File: config.mk
export PLATFORM = sky130hd
export DESIGN_NAME = flash_fetch_adapter
export DESIGN_NICKNAME = d
export VERILOG_FILES = /design/src/rtl/flash_adapter_pkg.sv /design/src/rtl/flash_adapter_ctrl.sv /design/src/rtl/flash_adapter_datapath.sv /design/src/rtl/flash_fetch_adapter.sv
export SDC_FILE = /design/constraint.sdc
export NUM_CORES = 1
export LEC_CHECK = 0
export ABC_AREA = 1
export CAP_MARGIN = 20
export CORE_MARGIN = 5
export CORE_UTILIZATION = 49
export CTS_CLUSTER_SIZE = 14
export DETAILED_ROUTE_END_ITERATION = 7
export PLACE_DENSITY = 0.92
export SLEW_MARGIN = 5
export SYNTH_ARGS = -nofsm -noshare
export SYNTH_HDL_FRONTEND = slang
export SYNTH_HIERARCHICAL = 1
export SYNTH_SLANG_ARGS = --single-unit
File: constraint.sdc
create_clock -name clk -period 3.67 [get_ports clk]
set_input_delay 0.734 -clock clk [delete_from_list [all_inputs] [get_ports clk]]
set_output_delay 0.734 -clock clk [all_outputs]
set_load 0.05 [all_outputs]
File: src/rtl/flash_adapter_pkg.sv
package flash_adapter_pkg;

  typedef enum logic [2:0] {
    ST_IDLE,
    ST_DEAD,
    ST_RDLO,
    ST_RDHI,
    ST_DONE,
    ST_GAP
  } adState_t;

  typedef struct packed {
    logic loadFetch;
    logic loadData;
    logic stepAddr;
    logic captureLo;
    logic wideWord;
  } adStrobe_t;

endpackage

File: src/rtl/flash_adapter_ctrl.sv
module flash_adapter_ctrl
  import flash_adapter_pkg::*;
#(
  parameter int MAX_BURST = 16,
  parameter int CNT_W     = $clog2(MAX_BURST + 1)
) (
  input  logic             clk,
  input  logic             rstN,
  input  logic             fetchReq,
  input  logic             fetchHalf,
  input  logic             dataReq,
  input  logic             dataHalf,
  input  logic [CNT_W-1:0] dataCount,
  output adStrobe_t        strobe,
  output logic             flashRd,
  output logic             respReady,
  output logic             respIsData
);

  adState_t         state, stateNext;
  logic [CNT_W-1:0] wordsLeft;
  logic [CNT_W-1:0] burstLen;
  logic             wideReg;
  logic             isDataReg;
  logic             acceptData;
  logic             acceptFetch;
  logic             moreWords;

  // data wins; data may also start in the gap cycle, a fetch may not
  assign acceptData  = dataReq && (state == ST_IDLE || state == ST_GAP);
  assign acceptFetch = fetchReq && !dataReq && (state == ST_IDLE);
  assign moreWords   = wordsLeft > CNT_W'(1);

  always_comb begin
    if (dataHalf || dataCount == '0)
      burstLen = CNT_W'(1);
    else if (int'(dataCount) > MAX_BURST)
      burstLen = CNT_W'(MAX_BURST);
    else
      burstLen = dataCount;
  end

  always_comb begin
    stateNext = state;
    unique case (state)
      ST_IDLE, ST_GAP: begin
        if (acceptData)       stateNext = ST_DEAD;
        else if (acceptFetch) stateNext = fetchHalf ? ST_RDHI : ST_RDLO;
        else                  stateNext = ST_IDLE;
      end
      ST_DEAD: stateNext = wideReg ? ST_RDLO : ST_RDHI;
      ST_RDLO: stateNext = ST_RDHI;
      ST_RDHI: stateNext = ST_DONE;
      ST_DONE: begin
        if (moreWords)      stateNext = ST_DEAD;
        else if (isDataReg) stateNext = ST_GAP;
        else                stateNext = ST_IDLE;
      end
      default: stateNext = ST_IDLE;
    endcase
  end

  always_ff @(posedge clk or negedge rstN) begin
    if (!rstN) begin
      state     <= ST_IDLE;
      wordsLeft <= CNT_W'(1);
      wideReg   <= 1'b0;
      isDataReg <= 1'b0;
    end else begin
      state <= stateNext;
      if (acceptData) begin
        wideReg   <= !dataHalf;
        isDataReg <= 1'b1;
        wordsLeft <= burstLen;
      end else if (acceptFetch) begin
        wideReg   <= !fetchHalf;
        isDataReg <= 1'b0;
        wordsLeft <= CNT_W'(1);
      end else if (state == ST_DONE && moreWords) begin
        wordsLeft <= wordsLeft - CNT_W'(1);
      end
    end
  end

  always_comb begin
    strobe.loadFetch = acceptFetch;
    strobe.loadData  = acceptData;
    strobe.stepAddr  = (state == ST_RDLO) || (state == ST_DONE && moreWords);
    strobe.captureLo = (state == ST_RDHI) && wideReg;
    strobe.wideWord  = wideReg;
  end

  assign flashRd    = (state == ST_RDLO) || (state == ST_RDHI);
  assign respReady  = (state == ST_DONE);
  assign respIsData = isDataReg;


  ready_pulse_chk: assert property (@(posedge clk) disable iff (!rstN)
    respReady |=> !respReady);


  ready_after_read_chk: assert property (@(posedge clk) disable iff (!rstN)
    respReady |-> $past(flashRd));


  dead_cycle_chk: assert property (@(posedge clk) disable iff (!rstN)
    acceptData |=> !flashRd);


  fetch_gap_chk: assert property (@(posedge clk) disable iff (!rstN)
    (respReady && respIsData && !moreWords) |=> !acceptFetch);


  data_first_chk: assert property (@(posedge clk) disable iff (!rstN)
    (dataReq && fetchReq && state == ST_IDLE) |=> respIsData);

endmodule

File: src/rtl/flash_adapter_datapath.sv
module flash_adapter_datapath
  import flash_adapter_pkg::*;
#(
  parameter int ADDR_W = 16,
  parameter int HALF_W = 16,
  parameter int IDX_W  = ADDR_W - 1,
  parameter int WORD_W = 2 * HALF_W
) (
  input  logic              clk,
  input  logic              rstN,
  input  adStrobe_t         strobe,
  input  logic [ADDR_W-1:0] fetchAddr,
  input  logic              fetchHalf,
  input  logic [ADDR_W-1:0] dataAddr,
  input  logic              dataHalf,
  input  logic [HALF_W-1:0] flashRdata,
  output logic [IDX_W-1:0]  flashAddr,
  output logic [WORD_W-1:0] respData
);

  logic [IDX_W-1:0]  idxReg;
  logic [HALF_W-1:0] loReg;
  logic [IDX_W-1:0]  fetchIdx;
  logic [IDX_W-1:0]  dataIdx;

  // wide accesses start on the even half-word of the word
  assign fetchIdx = fetchHalf ? fetchAddr[ADDR_W-1:1] : {fetchAddr[ADDR_W-1:2], 1'b0};
  assign dataIdx  = dataHalf  ? dataAddr[ADDR_W-1:1]  : {dataAddr[ADDR_W-1:2], 1'b0};

  always_ff @(posedge clk or negedge rstN) begin
    if (!rstN) begin
      idxReg <= '0;
      loReg  <= '0;
    end else begin
      if (strobe.loadData)       idxReg <= dataIdx;
      else if (strobe.loadFetch) idxReg <= fetchIdx;
      else if (strobe.stepAddr)  idxReg <= idxReg + IDX_W'(1);
      if (strobe.captureLo)      loReg  <= flashRdata;
    end
  end

  assign flashAddr = idxReg;
  assign respData  = strobe.wideWord ? {flashRdata, loReg}
                                     : {{(WORD_W-HALF_W){1'b0}}, flashRdata};


  low_half_even_chk: assert property (@(posedge clk) disable iff (!rstN)
    strobe.captureLo |-> ($past(flashAddr[0]) == 1'b0));

endmodule

File: src/rtl/flash_fetch_adapter.sv
module flash_fetch_adapter
  import flash_adapter_pkg::*;
#(
  parameter int ADDR_W    = 16,
  parameter int HALF_W    = 16,
  parameter int MAX_BURST = 16,
  parameter int CNT_W     = $clog2(MAX_BURST + 1),
  parameter int IDX_W     = ADDR_W - 1,
  parameter int WORD_W    = 2 * HALF_W
) (
  input  logic              clk,
  input  logic              rstN,
  input  logic              fetchReq,
  input  logic [ADDR_W-1:0] fetchAddr,
  input  logic              fetchHalf,
  input  logic              dataReq,
  input  logic [ADDR_W-1:0] dataAddr,
  input  logic              dataHalf,
  input  logic [CNT_W-1:0]  dataCount,
  output logic              flashRd,
  output logic [IDX_W-1:0]  flashAddr,
  input  logic [HALF_W-1:0] flashRdata,
  output logic              respReady,
  output logic              respIsData,
  output logic [WORD_W-1:0] respData
);

  adStrobe_t strobe;

  flash_adapter_ctrl #(
    .MAX_BURST(MAX_BURST),
    .CNT_W    (CNT_W)
  ) i_ctrl (
    .clk       (clk),
    .rstN      (rstN),
    .fetchReq  (fetchReq),
    .fetchHalf (fetchHalf),
    .dataReq   (dataReq),
    .dataHalf  (dataHalf),
    .dataCount (dataCount),
    .strobe    (strobe),
    .flashRd   (flashRd),
    .respReady (respReady),
    .respIsData(respIsData)
  );

  flash_adapter_datapath #(
    .ADDR_W(ADDR_W),
    .HALF_W(HALF_W),
    .IDX_W (IDX_W),
    .WORD_W(WORD_W)
  ) i_datapath (
    .clk       (clk),
    .rstN      (rstN),
    .strobe    (strobe),
    .fetchAddr (fetchAddr),
    .fetchHalf (fetchHalf),
    .dataAddr  (dataAddr),
    .dataHalf  (dataHalf),
    .flashRdata(flashRdata),
    .flashAddr (flashAddr),
    .respData  (respData)
  );

endmodule

# Word-level counts from Yosys, hierarchy flattened
# Cells that the tools add are included.
[word_totals]
register_bits = 41
[classes]
reduce_logical = 18
addsub = 2
eq_ne = 5
mux = 22
magnitude_cmp = 2
[ops]
columns = ["cell", "n"]
rows = [
  ["$mux W15", 3],
  ["$mux W32", 1],
  ["$mux W5", 5],
  ["$add A15 B1 Y15 const B", 1],
  ["$pmux W3 S5", 1],
  ["$mux W3", 4],
  ["$mux W1", 8],
  ["$eq A3 B2 Y1 const B", 2],
  ["$eq A3 B3 Y1 const B", 2],
  ["$reduce_bool A3 Y1", 2],
  ["$gt A5 B1 Y1 const B", 1],
  ["$gt A5 B5 Y1 const B", 1],
  ["$logic_and A1 B1 Y1", 5],
  ["$logic_not A5 Y1", 1],
  ["$sub A5 B1 Y5 const B", 1],
  ["$logic_or A1 B1 Y1", 4],
  ["$eq A3 B1 Y1 const B", 1],
  ["$logic_not A1 Y1", 3],
  ["$logic_not A3 Y1", 1],
  ["$reduce_bool A2 Y1", 1],
  ["$reduce_or A2 Y1", 1],
]

# Depth between registers and ports, before layout
# Gate-level depths: netlist of run 1.
[logic_depth]
word_depth = 6
mapped_depth = 13
ltp_nobuf = 10

# Hierarchy
# Netlist of run 1, hierarchy kept.
[modules_own_cells]
columns = ["mod", "n_inst", "cells_each", "area_per_inst_um2"]
rows = [
  ["flash_adapter_datapath", 1, 331, 2138.3],
  ["flash_adapter_ctrl", 1, 113, 797.0],
]

# Worst setup path before layout of run 1
# OpenSTA, ideal clock, no wires.
[synth_path]
kind = "register to output"
startpoint = "register i_ctrl.wideReg"
endpoint = "output port respData[12]"
slack_ns = 1.299
path_stages_with_launch = 5
t_arrival_ns = 1.637
path_cell_list = "dfrtp_1 > buf_4 > buf_2 > buf_1 > a21oi_1"
[synth_via]
elab_chain_len = 1
[synth_rtl]
columns = ["item", "line", "text"]
rows = [
  ["from (decl)", "flash_adapter_ctrl.sv:23", "logic wideReg;"],
  ["from (signal assigned)", "flash_adapter_ctrl.sv:72", "wideReg <= !dataHalf;"],
  ["from (signal assigned)", "flash_adapter_ctrl.sv:76", "wideReg <= !fetchHalf;"],
  ["$mux W32", "flash_adapter_datapath.sv:43", "assign respData = strobe.wideWord ? {flashRdata, loReg}"],
  ["to (decl)", "flash_fetch_adapter.sv:25", "output logic [WORD_W-1:0] respData"],
]
# Every way passes these cells.

# Worst setup path in the final report of run 1
[layout_path]
startpoint = "input port flashRdata[6]"
endpoint = "output port respData[6]"
[layout_via]
elab_chain_len = 1
[layout_rtl]
columns = ["item", "line", "text"]
rows = [
  ["from (decl)", "flash_fetch_adapter.sv:22", "input logic [HALF_W-1:0] flashRdata,"],
  ["$mux W32", "flash_adapter_datapath.sv:43", ""],
]
# Every way passes these cells.

==> summary.txt, run 1 <==
Final layout
  – # diodes: 0
  – Commonest non-fill, non-tap cell in the layout: nand2_1
  – Commonest cells after routing, fill and taps aside: nand2_1, clkdlybuf4s50_1, inv_1
  – Share of cells above drive strength 1: 7.22%
  – Reg area: 1030 µm²
  – Area occupied by multi-input gates: 1550 µm²
  – Post-layout nets: 601
  – Area added between synthesis and finish: 39.5%
  – Final Cell Area: 4100 µm²
  – Fillcell total: 500

Logic synthesis
  – Avg Cell Area, Syn: 6.61 µm²
  – Distinct cells, synth: 36
  – Ys Warns: 6
  – Seq cells post-synth: 41
  – Sequential share of the synthesized area: 35.0%
  – Mapped Nets: 506
  – Syn Inst Count: 444
  – Synth Cell Area: 2940 µm²

Worst setup path
  – Critical path launch point type: primary input
  – FF-to-FF setup slack: 1390 ps
  – Crit path DAT: 2270 ps
  – Worst setup EP type: output port
  – CP Max Fanout: 3
  – Slowest-stage cell, CP: clkdlybuf4s50_1
  – Crit Path Class: in2out
  – Worst path max stage delay: 840 ps
  – Req. time, crit path: 2940 ps
  – Crit-path cells: clkdlybuf4s50_1 -> nor2_1 -> a21oi_1 -> clkdlybuf4s50_1
  – CP most frequent cell: clkdlybuf4s50_1

Routing
  – DR pass1 iterations: 4
  – Final wirelength: 8.25 mm
  – Post-DRT Antenna Nets: 0
  – WL/cell: 13.4 µm
  – Initial DRC Count: 149
  – Vias: 3171
  – Vias/cell: 5.16
  – Post-route DRC: 0

Floorplanning
  – Chip height: 87.4 µm
  – Die ar.: 7640 µm²
  – Die Wd: 87.4 µm
  – Initial Util: 49.9%
  – Core Region: 5890 µm²
  – I/O pin count: 109
  – Std-Cell Rows: 28

Clock network
  – H-tree levels: 2
  – CTS Hold Bufs: 0
  – Postcts setup bufs: 0
  – Max Root-Sink Buffers: 2
  – Clock buffer count from CTS: 5
  – TritonCTS clock tree: done
  – Post-CTS sizing: 0
  – Clk_lat worst skew: 300 ps
  – Root Driver: clkbuf_8
  – Reg clk slew, reported paths: 80 ps
  – Clock tree sinks: 41

GRT
  – First-pass GRT wire length: 13.4 mm
  – Total grt overflow: 0
  – Total GRT Usage: 21.8%
  – Vias in the first global route: 3008
  – Initial antenna violation count: 0
  – Largest net degree at the start of global routing: 51

Power
  – Pwr Density: 1030 nW/µm²
  – Logic pwr share: 69.9%
  – Leak Pwr: 0.00198 µW
  – Clk pwr share: 9.2%
  – Internal Pwr Total: 1860 µW
  – Switching power total: 2350 µW
  – Max VDD drop: 0.000708 V
  – Register share of total power: 20.9%
  – Net Sw Frac: 55.7%

Timing
  – Setup_tns: 0 ps
  – Slew headroom: 31.6%
  – Post-layout min period: 3010 ps
  – Final Hold Viols: 0
  – Slew @ Worst Pin: 1020 ps
  – Max frequency: 332 MHz
  – Count of final setup violators: 0
  – Final Cycle Share: 82.0%
  – Unrepaired setup endpoints after global routing: no
  – Clock Skews: 8.33 ps
  – Max-slew violation count: 0

Run
  – # Max-Cap Violations: 0

Outcome
  – Status: finished, final reports clean

Place
  – Post-DP Area: 3980 µm²
  – Port bufs: 106
  – HPWL after DPL: 6.16 mm
  – RePlAce Congestion: 0.912

Hold path
  – Hold WC Path Type: reg2reg
[path summary, 6_finish.rpt]
path	to	depth (start not counted)	start
setup / recovery	respData[6]	4	flashRdata[6]
hold / removal	i_ctrl/wordsLeft[0]$_DFFE_PN1P_	2	i_ctrl/wordsLeft[0]$_DFFE_PN1P_
setup reg to reg	i_datapath/flashAddr[3]$_DFFE_PN0P_	8	i_ctrl/wordsLeft[3]$_DFFE_PN0P_
hold reg to reg	i_ctrl/wordsLeft[0]$_DFFE_PN1P_	2	i_ctrl/wordsLeft[0]$_DFFE_PN1P_
max in group asynchronous	i_datapath/flashAddr[11]$_DFFE_PN0P_	1	rstN
min in group asynchronous	i_datapath/flashAddr[2]$_DFFE_PN0P_	1	rstN
[registers in the layout (all words and copies together), names as in the netlist]
register / cells
i_ctrl/wideReg: 1
i_datapath/loReg: 16
i_ctrl/wordsLeft: 5
i_ctrl/state: 3
i_datapath/flashAddr: 15
i_ctrl/respIsData: 1
[per-stage QoR]
stage | hold WS [ps] | total power [µW] | util [%] | setup slack, ps | instances
6_report | 511 | 4210 | 69.6 | 661 | 615
4_1_cts | 510 | 4230 | 69.6 | 645 | 615
2_1_floorplan | 438 | 3010 | - | 1300 | 444
3_3_place_gp | 495 | 3740 | 67.5 | 692 | 607
3_5_place_dp | 496 | 3820 | 67.5 | 663 | 607
5_1_grt | 534 | 4530 | 69.6 | 581 | 615
[per-layer routing]
metal / vias to the layer above / part of all wire, % / track usage, %
met5: - / 0 / 0
met3: 5 / 9.6 / 5.49
met1: 1444 / 39 / 25.9
li1: 1592 / - / -
met2: 130 / 50 / 39.3
met4: 0 / 0.55 / 5.16
[power groups by stage]
stage	Combinational [µW]	Sequential, µW	Clock (µW)
2_1_floorplan	1880	1130	0
3_3_place_gp	2870	872	0
3_5_place_dp	2930	885	0
4_1_cts	2950	876	398
5_1_grt	3200	913	420
6_report	2940	879	388
[cells by family after synthesis]
group,Yosys count,synth area share [%]
buffers and inverters,83,12.4
flip-flops,41,35.0
adder cells (fa/ha/maj),3,1.28
XOR/XNOR,3,0.895
AO/OA/AOI/OAI,64,12.1
AND/OR/NAND/NOR,250,38.3
[worst max-delay path, delay by kind of cell]
| kind | cells | cell delay, ps |
|---|---|---|
| AOI/OAI and AO/OA | 1 | 140 |
| and+or+nand+nor | 1 | 50 |
| buffers and inverters | 2 | 1340 |
[final cells by class]
type / count / area share (%)
multi-input cells: 320 / 37.7
repair buffers: 107 / 26.0
inverters: 64 / 5.99
flip-flops and latches: 41 / 25.1
well taps: 75 / 2.29
clock inverters: 2 / 0.917
clock buffers: 6 / 2.02
[cells in the mapped netlist]
master       n  area, µm²
o2111ai_1    1       8.76
a31oi_1      1       6.26
buf_2        3       15.0
nand3_1     37        185
o211ai_1     4       30.0
nor3_4       1       16.3
nand3b_1     1       7.51
nand2_2      4       25.0
o21ai_0     24        120
o21bai_2     1       11.3
clkbuf_1     6       22.5
o21ai_2      3       26.3
nor3_2       1       10.0
o21ai_1      6       30.0
nor2_2       4       25.0
nor2_1      52        195
o21bai_1     1       7.51
xnor2_1      2       17.5
nand2_4      3       33.8
inv_2        3       11.3
buf_4        4       30.0
a21oi_1     23        115
dfstp_2      1       26.3
buf_1        2       7.51
inv_1       59        221
nand3_2      1       10.0
nand2_1    130        488
nor2_4       3       33.8
xor2_1       1       8.76
ha_1         3       37.5
dfrtp_1     40       1000
nor3_1       1       5.00
inv_4        2       12.5
nor2_8       1       20.0
buf_6        4       45.0
nand4_1     11       68.8
Note: power is estimated with default switching activity, not from simulation.
==> run 2: changes to the inputs <==
--- a/config.mk
+++ b/config.mk
@@ -8,10 +8,10 @@
 export ABC_AREA = 1
 export CAP_MARGIN = 20
 export CORE_MARGIN = 5
-export CORE_UTILIZATION = 49
+export CORE_UTILIZATION = 45
 export CTS_CLUSTER_SIZE = 14
 export DETAILED_ROUTE_END_ITERATION = 7
-export PLACE_DENSITY = 0.92
+export PLACE_DENSITY = 0.86
 export SLEW_MARGIN = 5
 export SYNTH_ARGS = -nofsm -noshare
 export SYNTH_HDL_FRONTEND = slang
==> constraint.sdc (replaced) <==
create_clock -name clk -period 2.8 [get_ports clk]
set_input_delay 0.56 -clock clk [delete_from_list [all_inputs] [get_ports clk]]
set_output_delay 0.56 -clock clk [all_outputs]
set_load 0.05 [all_outputs]
==> run 2 against run 1 <==
Against the previous run:
- critical path depth decreased by 2
- via count decreased by 0.47%
- combinational power increased by 52%
- clock skew increased by 10 ps
- highest routed layer unchanged
==> summary.txt, run 2 (same netlist as run 1, synthesis figures left out) <==
Place
  – Worst slack, placed: 499 ps (-165 ps)
  – Post-DP Area: 4330 µm² (+8.9%)
  – RePlAce Congestion: 0.882 (-3.3%)
  – HPWL after DPL: 6.54 mm (+6.3%)
  – Port bufs: 106 (unchanged)

Timing
  – Final Cycle Share: 88.1%
  – Post-layout min period: 2470 ps
  – Final Hold Viols: 0 (unchanged)
  – Count of final setup violators: 0 (unchanged)
  – Max-slew violation count: 0 (unchanged)
  – Setup_tns: 0 ps (unchanged)
  – Slew @ Worst Pin: 936 ps (-89.0 ps)
  – Max frequency: 405 MHz
  – Slew headroom: 37.6% (+6.0 points)
  – Unrepaired setup endpoints after global routing: no
  – Clock Skews: 18.5 ps (+10.2 ps)
  – Final worst slack: 333 ps (-329 ps)

Worst setup path
  – Slowest-stage cell, CP: clkdlybuf4s50_1
  – Worst path bufs/invs: 1 (-1)
  – Critical path launch point type: flip-flop
  – Reg2reg path depth: 8 (unchanged)
  – Crit-path cells: nor3_2 -> clkdlybuf4s50_1
  – CP Max Fanout: 6 (+3)
  – Crit Path Class: reg2out
  – Worst path max stage delay: 870 ps (+30 ps)
  – Crit-path leading delay family: buffers and inverters
  – Crit path DAT: 1910 ps (-360 ps)
  – Req. time, crit path: 2240 ps (-700 ps)
  – Worst setup EP type: output port
  – Number of cells on the critical path: 2 (-2)

Clock network
  – Postcts setup bufs: 0 (unchanged)
  – Clock tree sinks: 41 (unchanged)
  – Post-CTS sizing: 0 (unchanged)
  – Reg clk slew, reported paths: 90 ps (about the same)
  – H-tree levels: 2 (unchanged)
  – CTS Hold Bufs: 0 (unchanged)
  – Max Root-Sink Buffers: 2 (unchanged)
  – TritonCTS clock tree: done
  – Clock buffer count from CTS: 5 (unchanged)
  – Clk_lat worst skew: 290 ps (about the same)
  – Root Driver: clkbuf_8

Routing
  – Vias: 3156 (-0.47%)
  – WL/cell: 13.6 µm (+1.3%)
  – Final wirelength: 8.44 mm (+2.3%)
  – Vias/cell: 5.08 (-1.4%)
  – Initial DRC Count: 147 (-1.3%)
  – Post-DRT Antenna Nets: 0 (unchanged)
  – DR pass1 iterations: 5 (+1)
  – Post-route DRC: 0 (unchanged)

GRT
  – Vias in the first global route: 3063 (+1.8%)
  – Largest net degree at the start of global routing: 51 (unchanged)
  – First-pass GRT wire length: 14.3 mm (+7.1%)
  – Initial antenna violation count: 0 (unchanged)
  – Total grt overflow: 0 (unchanged)
  – Total GRT Usage: 20.5% (-1.3 points)

Floorplanning
  – Core Region: 6350 µm² (+7.9%)
  – Die Wd: 90.8 µm (+3.9%)
  – Std-Cell Rows: 29 (+3.6%)
  – Chip height: 90.8 µm (+3.9%)
  – I/O pin count: 109 (unchanged)
  – Initial Util: 46.2% (-3.6 points)
  – Die ar.: 8240 µm² (+7.9%)

Run
  – # Max-Cap Violations: 0 (unchanged)

Final layout
  – Post-layout nets: 605 (+0.67%)
  – Commonest non-fill, non-tap cell in the layout: nand2_1
  – Reg with most FFs: i_datapath/loReg
  – # diodes: 0 (unchanged)
  – Final Cell Area: 4420 µm² (+8.0%)
  – Area added between synthesis and finish: 50.7%
  – Max FFs per register: 16 (unchanged)
  – Commonest cells after routing, fill and taps aside: nand2_1, clkdlybuf4s50_1, inv_1
  – Share of cells above drive strength 1: 13.8% (+6.6 points)

Outcome
  – Status: finished, final reports clean

Power
  – Tot Pwr: 6050 µW (+44%)
  – Leak Pwr: 0.00216 µW (+9.3%)
  – Pwr Density: 1370 nW/µm² (+33%)
  – Max VDD drop: 0.00100 V (+41%)

Hold path
  – Hold WC Path Type: in2async
==> run 2: cell types whose count changed in the layout (fill, tap and decap cells not counted), sizes merged <==
| cell | before | now |
|---|---|---|
| clkdlybuf4s50 | 105 | 73 |
| bufinv | 1 | 0 |
| clkinv | 0 | 2 |
| clkinvlp | 1 | 0 |
| buf | 2 | 38 |
==> run 2: routing by layer <==
| metal | global-route usage, % | wire length (µm) | share of wire (%) | vias up |
|---|---|---|---|---|
| li1 | - | - | - | 1593 |
| met1 | 25.5 | 3430 | 41 | 1432 |
| met2 | 34.9 | 4170 | 49 | 120 |
| met3 | 5.58 | 733 | 8.7 | 11 |
| met4 | 5.21 | 109 | 1.3 | 0 |
| met5 | 0 | 0 | 0 | - |
==> run 2: worst paths after layout <==
| check | start | end | slack (ps) |
|---|---|---|---|
| hold / removal | rstN | i_datapath/flashAddr[8]$_DFFE_PN0P_ | 400 |
| setup / recovery | i_ctrl/state[0]$_DFF_PN0_ | respReady | 330 |
| setup reg to reg | i_ctrl/wordsLeft[0]$_DFFE_PN1P_ | i_datapath/flashAddr[8]$_DFFE_PN0P_ | 740 |
| hold reg to reg | i_ctrl/wordsLeft[0]$_DFFE_PN1P_ | i_ctrl/wordsLeft[0]$_DFFE_PN1P_ | 510 |
| max in group asynchronous | rstN | i_ctrl/wordsLeft[4]$_DFFE_PN0P_ | 1800 |
| min in group clk | i_ctrl/wordsLeft[0]$_DFFE_PN1P_ | i_ctrl/wordsLeft[0]$_DFFE_PN1P_ | 510 |
==> run 2: through the flow <==
stage               hold WS [ps]  cells  utilization (%)
floorplan                    264    444                -
global placement             494    613             68.2
detailed placement           493    613             68.2
CTS                          435    621             69.7
global route                 473    621             69.7
finish                       403    621             69.7
==> run 2: power by group <==
part	internal, µW	switching (µW)	leakage, µW
clock network	200	214	0.0000512
logic	1730	2750	0.00160
registers	897	255	0.000505
==> run 2: cell type report <==
class	count	area, µm²
multi-input cells	320	1550
fillers	518	1930
clock inverters	2	13.8
well taps	77	96.3
flip-flops and latches	41	1030
inverters	64	245
repair buffers	111	1410
clock buffers	6	82.6
==> run 3: changes to the inputs <==
--- a/config.mk
+++ b/config.mk
@@ -11,9 +11,8 @@
 export CORE_UTILIZATION = 45
 export CTS_CLUSTER_SIZE = 14
 export DETAILED_ROUTE_END_ITERATION = 7
-export PLACE_DENSITY = 0.86
+export PLACE_DENSITY = 0.87
 export SLEW_MARGIN = 5
 export SYNTH_ARGS = -nofsm -noshare
 export SYNTH_HDL_FRONTEND = slang
-export SYNTH_HIERARCHICAL = 1
 export SYNTH_SLANG_ARGS = --single-unit
==> run 3 against run 2 <==
Against the previous run:
- non-clock buffer count down 1
- global-route usage down 0.37 points
- total power down 9.6%
- area after synthesis down 2.4%
- critical path depth unchanged
- worst hold slack worse by 6.5 ps
- clock-buffer cell count up 1
- register-to-register slack better by 80 ps
- first-iteration DRC count up 20%
- fmax about the same
- combinational power down 13%
- critical endpoint unchanged
- largest cell class unchanged
- highest routed layer unchanged
==> summary.txt, run 3 <==
Floorplanning
  – Std-Cell Rows: 29 (unchanged)
  – Chip height: 89.8 µm (-1.1%)
  – I/O pin count: 109 (unchanged)
  – Initial Util: 45.6% (-0.58 points)
  – Core Region: 6280 µm² (-1.1%)
  – Die ar.: 8060 µm² (-2.1%)
  – Die Wd: 89.8 µm (-1.1%)

Final layout
  – Area added between synthesis and finish: 45.7%
  – Post-layout nets: 625 (+3.3%)
  – Commonest non-fill, non-tap cell in the layout: nand2_1
  – Reg area: 1030 µm² (unchanged)
  – Fillcell total: 534 (+3.1%)
  – Final Cell Area: 4170 µm² (-5.7%)
  – Reg with most FFs: i_datapath.loReg
  – Commonest cells after routing, fill and taps aside: nand2_1, clkdlybuf4s50_1, inv_1
  – Max FFs per register: 16 (unchanged)
  – Area occupied by multi-input gates: 1490 µm² (-3.7%)
  – Final Non-Filler Cells: 640 (+3.1%)
  – Share of cells above drive strength 1: 8.70% (-5.1 points)
  – # diodes: 0 (unchanged)

Logic synthesis
  – Ys flop type: dfrtp_1
  – Synth area leader: dfrtp_1
  – Synth Cell Area: 2870 µm² (-2.4%)
  – Post-synth top area share: 34.9% (+0.83 points)
  – Distinct cells, synth: 25 (-31%)
  – Post-synth EDFFs: 0 (unchanged)
  – Ys Warns: 0 (-6)
  – Avg Cell Area, Syn: 6.20 µm² (-6.2%)
  – Seq cells post-synth: 41 (unchanged)
  – Syn Inst Count: 462 (+4.1%)
  – Top-count cell post-synth: nand2_1
  – Synth area leaders: dfrtp_1, nand2_1, inv_1
  – Fraction of registers with async set/reset: 100% (unchanged)
  – Mapped Nets: 524 (+3.6%)
  – Sequential share of the synthesized area: 35.9% (+0.86 points)
  – Most instantiated cells after synthesis: nand2_1, inv_1, o21ai_0

Routing
  – Met1 wire length: 3.37 mm (-2.0%)
  – Post-route DRC: 0 (unchanged)
  – Vias: 3176 (+0.63%)
  – Initial DRC Count: 177 (+20%)
  – Final wirelength: 7.92 mm (-6.1%)
  – DR pass1 iterations: 5 (unchanged)
  – Top Layer Used: met4
  – Vias/cell: 4.96 (-2.4%)
  – Wire length on met3: 622 µm (-15%)
  – Routed wl met2: 3.84 mm (-7.9%)
  – Post-DRT Antenna Nets: 0 (unchanged)
  – WL/cell: 12.4 µm (-8.9%)

Timing
  – Max frequency: 405 MHz (about the same)
  – Max-slew violation count: 0 (unchanged)
  – Final worst slack: 331 ps (-1.54 ps)
  – Final Hold Viols: 0 (unchanged)
  – Slew headroom: 39.6% (+2.0 points)
  – Count of final setup violators: 0 (unchanged)
  – Post-layout min period: 2470 ps (+1.54 ps)
  – Slew @ Worst Pin: 906 ps (-29.7 ps)
  – Setup_tns: 0 ps (unchanged)
  – Final Cycle Share: 88.2% (about the same)
  – Clock Skews: 12.4 ps (-6.15 ps)
  – Unrepaired setup endpoints after global routing: no

GRT
  – Total GRT Usage: 20.1% (-0.37 points)
  – Vias in the first global route: 3056 (-0.23%)
  – Total grt overflow: 0 (unchanged)
  – First-pass GRT wire length: 13.9 mm (-2.7%)
  – Largest net degree at the start of global routing: 52 (+2.0%)
  – Initial antenna violation count: 0 (unchanged)

Clock network
  – H-tree levels: 2 (unchanged)
  – TritonCTS clock tree: done
  – Root Driver: clkbuf_8
  – Post-CTS sizing: 0 (unchanged)
  – Max Root-Sink Buffers: 2 (unchanged)
  – CTS Hold Bufs: 0 (unchanged)
  – Clock tree sinks: 41 (unchanged)
  – Postcts setup bufs: 0 (unchanged)
  – Clock buffer count from CTS: 5 (unchanged)
  – Reg clk slew, reported paths: 80 ps (about the same)
  – Clk_lat worst skew: 290 ps (about the same)

Worst setup path
  – Worst setup EP type: output port
  – Slowest-stage cell, CP: clkdlybuf4s50_1
  – Crit Path Class: reg2out
  – Req. time, crit path: 2240 ps (about the same)
  – Critical path launch point type: flip-flop
  – Worst path max stage delay: 870 ps (about the same)
  – CP Max Fanout: 7 (+1)
  – Crit-path cells: nor3_2 -> clkdlybuf4s50_1
  – Crit path DAT: 1910 ps (about the same)
  – Reg2reg path depth: 9 (+1)

Run
  – # Max-Cap Violations: 0 (unchanged)

Outcome
  – Status: finished, final reports clean

Place
  – Worst slack, placed: 546 ps (+47.3 ps)
  – HPWL after DPL: 6.08 mm (-7.1%)
  – Port bufs: 106 (unchanged)
  – Placed cells: 633 (+3.3%)
  – RePlAce Congestion: 0.846 (-4.1%)
  – Post-DP Area: 4090 µm² (-5.6%)

Hold path
  – Hold WC Path Type: in2async

Power
  – Pwr Density: 1310 nW/µm² (-4.2%)
  – Tot Pwr: 5460 µW (-9.6%)
  – Max VDD drop: 0.000838 V (-16%)
  – Leak Pwr: 0.00225 µW (+4.2%)
==> run 3: cell count changes after synthesis, moves of 4 or more <==
cell and delta:
a21oi_1 -20, inv_1 +12, nand2_1 +50, nand2_2 -4, nor2_1 -9, nor2_2 -4, o211ai_1 -4, o21ai_0 +21
o21ai_1 -6
==> run 3: kinds of logic (layout without fill, tap and decap cells) <==
| logic type | Yosys count | after routing | share of synthesized area, % |
|---|---|---|---|
| adders and majority gates | 3 | 3 | 1.31 |
| buffers and inverters | 88 | 189 | 12.2 |
| AOI/OAI and AO/OA | 53 | 53 | 9.65 |
| DFF | 41 | 41 | 35.9 |
| xor gates and xnor gates | 5 | 5 | 1.53 |
| and+or+nand+nor | 272 | 272 | 39.4 |
==> run 3: worst max-delay path: cells and delay by family, from the launching register on <==
family        cells  cell delay, ps
flops             1             450
buf+inv           1             870
simple gates      1             310
==> run 3: worst paths after layout <==
path,from,endpoint,slack (ps)
max reg2reg,i_ctrl.wordsLeft[0]$_DFFE_PN1P_,i_datapath.flashAddr[0]$_DFFE_PN0P_,820
min,rstN,i_datapath.flashAddr[13]$_DFFE_PN0P_,400
max,i_ctrl.state[0]$_DFF_PN0_,respReady,330
min reg2reg,i_datapath.loReg[15]$_DFFE_PN0P_,i_datapath.loReg[15]$_DFFE_PN0P_,490
min in group clk,i_datapath.loReg[15]$_DFFE_PN0P_,i_datapath.loReg[15]$_DFFE_PN0P_,490
max in group asynchronous,rstN,i_datapath.flashAddr[11]$_DFFE_PN0P_,1830
==> run 3: cell type report <==
cell class | count | share of cell area, %
clock buffer | 7 | 2.07
inverter | 72 | 6.47
multi-input combinational | 333 | 35.6
sequential | 41 | 24.6
tap | 77 | 2.31
timing repair buffer | 110 | 28.9
==> run 3: per-stage QoR <==
step	hold slack (ps)	utilization, %
after floorplan	264	-
after global placement	469	65.1
after detailed placement	477	65.1
after CTS	425	66.5
after global routing	475	66.5
final	397	66.5
==> run 3: where the power goes <==
| group | switching, µW | internal, µW | total (µW) |
|---|---|---|---|
| combinational | 2480 | 1420 | 3900 |
| clock | 187 | 196 | 383 |
| sequential | 282 | 898 | 1180 |
| total | 2950 | 2510 | 5460 |
==> run 3: routing by layer <==
metal	track usage, %	vias up
met3	4.42	11
met5	0	-
met2	33.5	130
met1	25.8	1413
li1	-	1622
met4	6.80	0
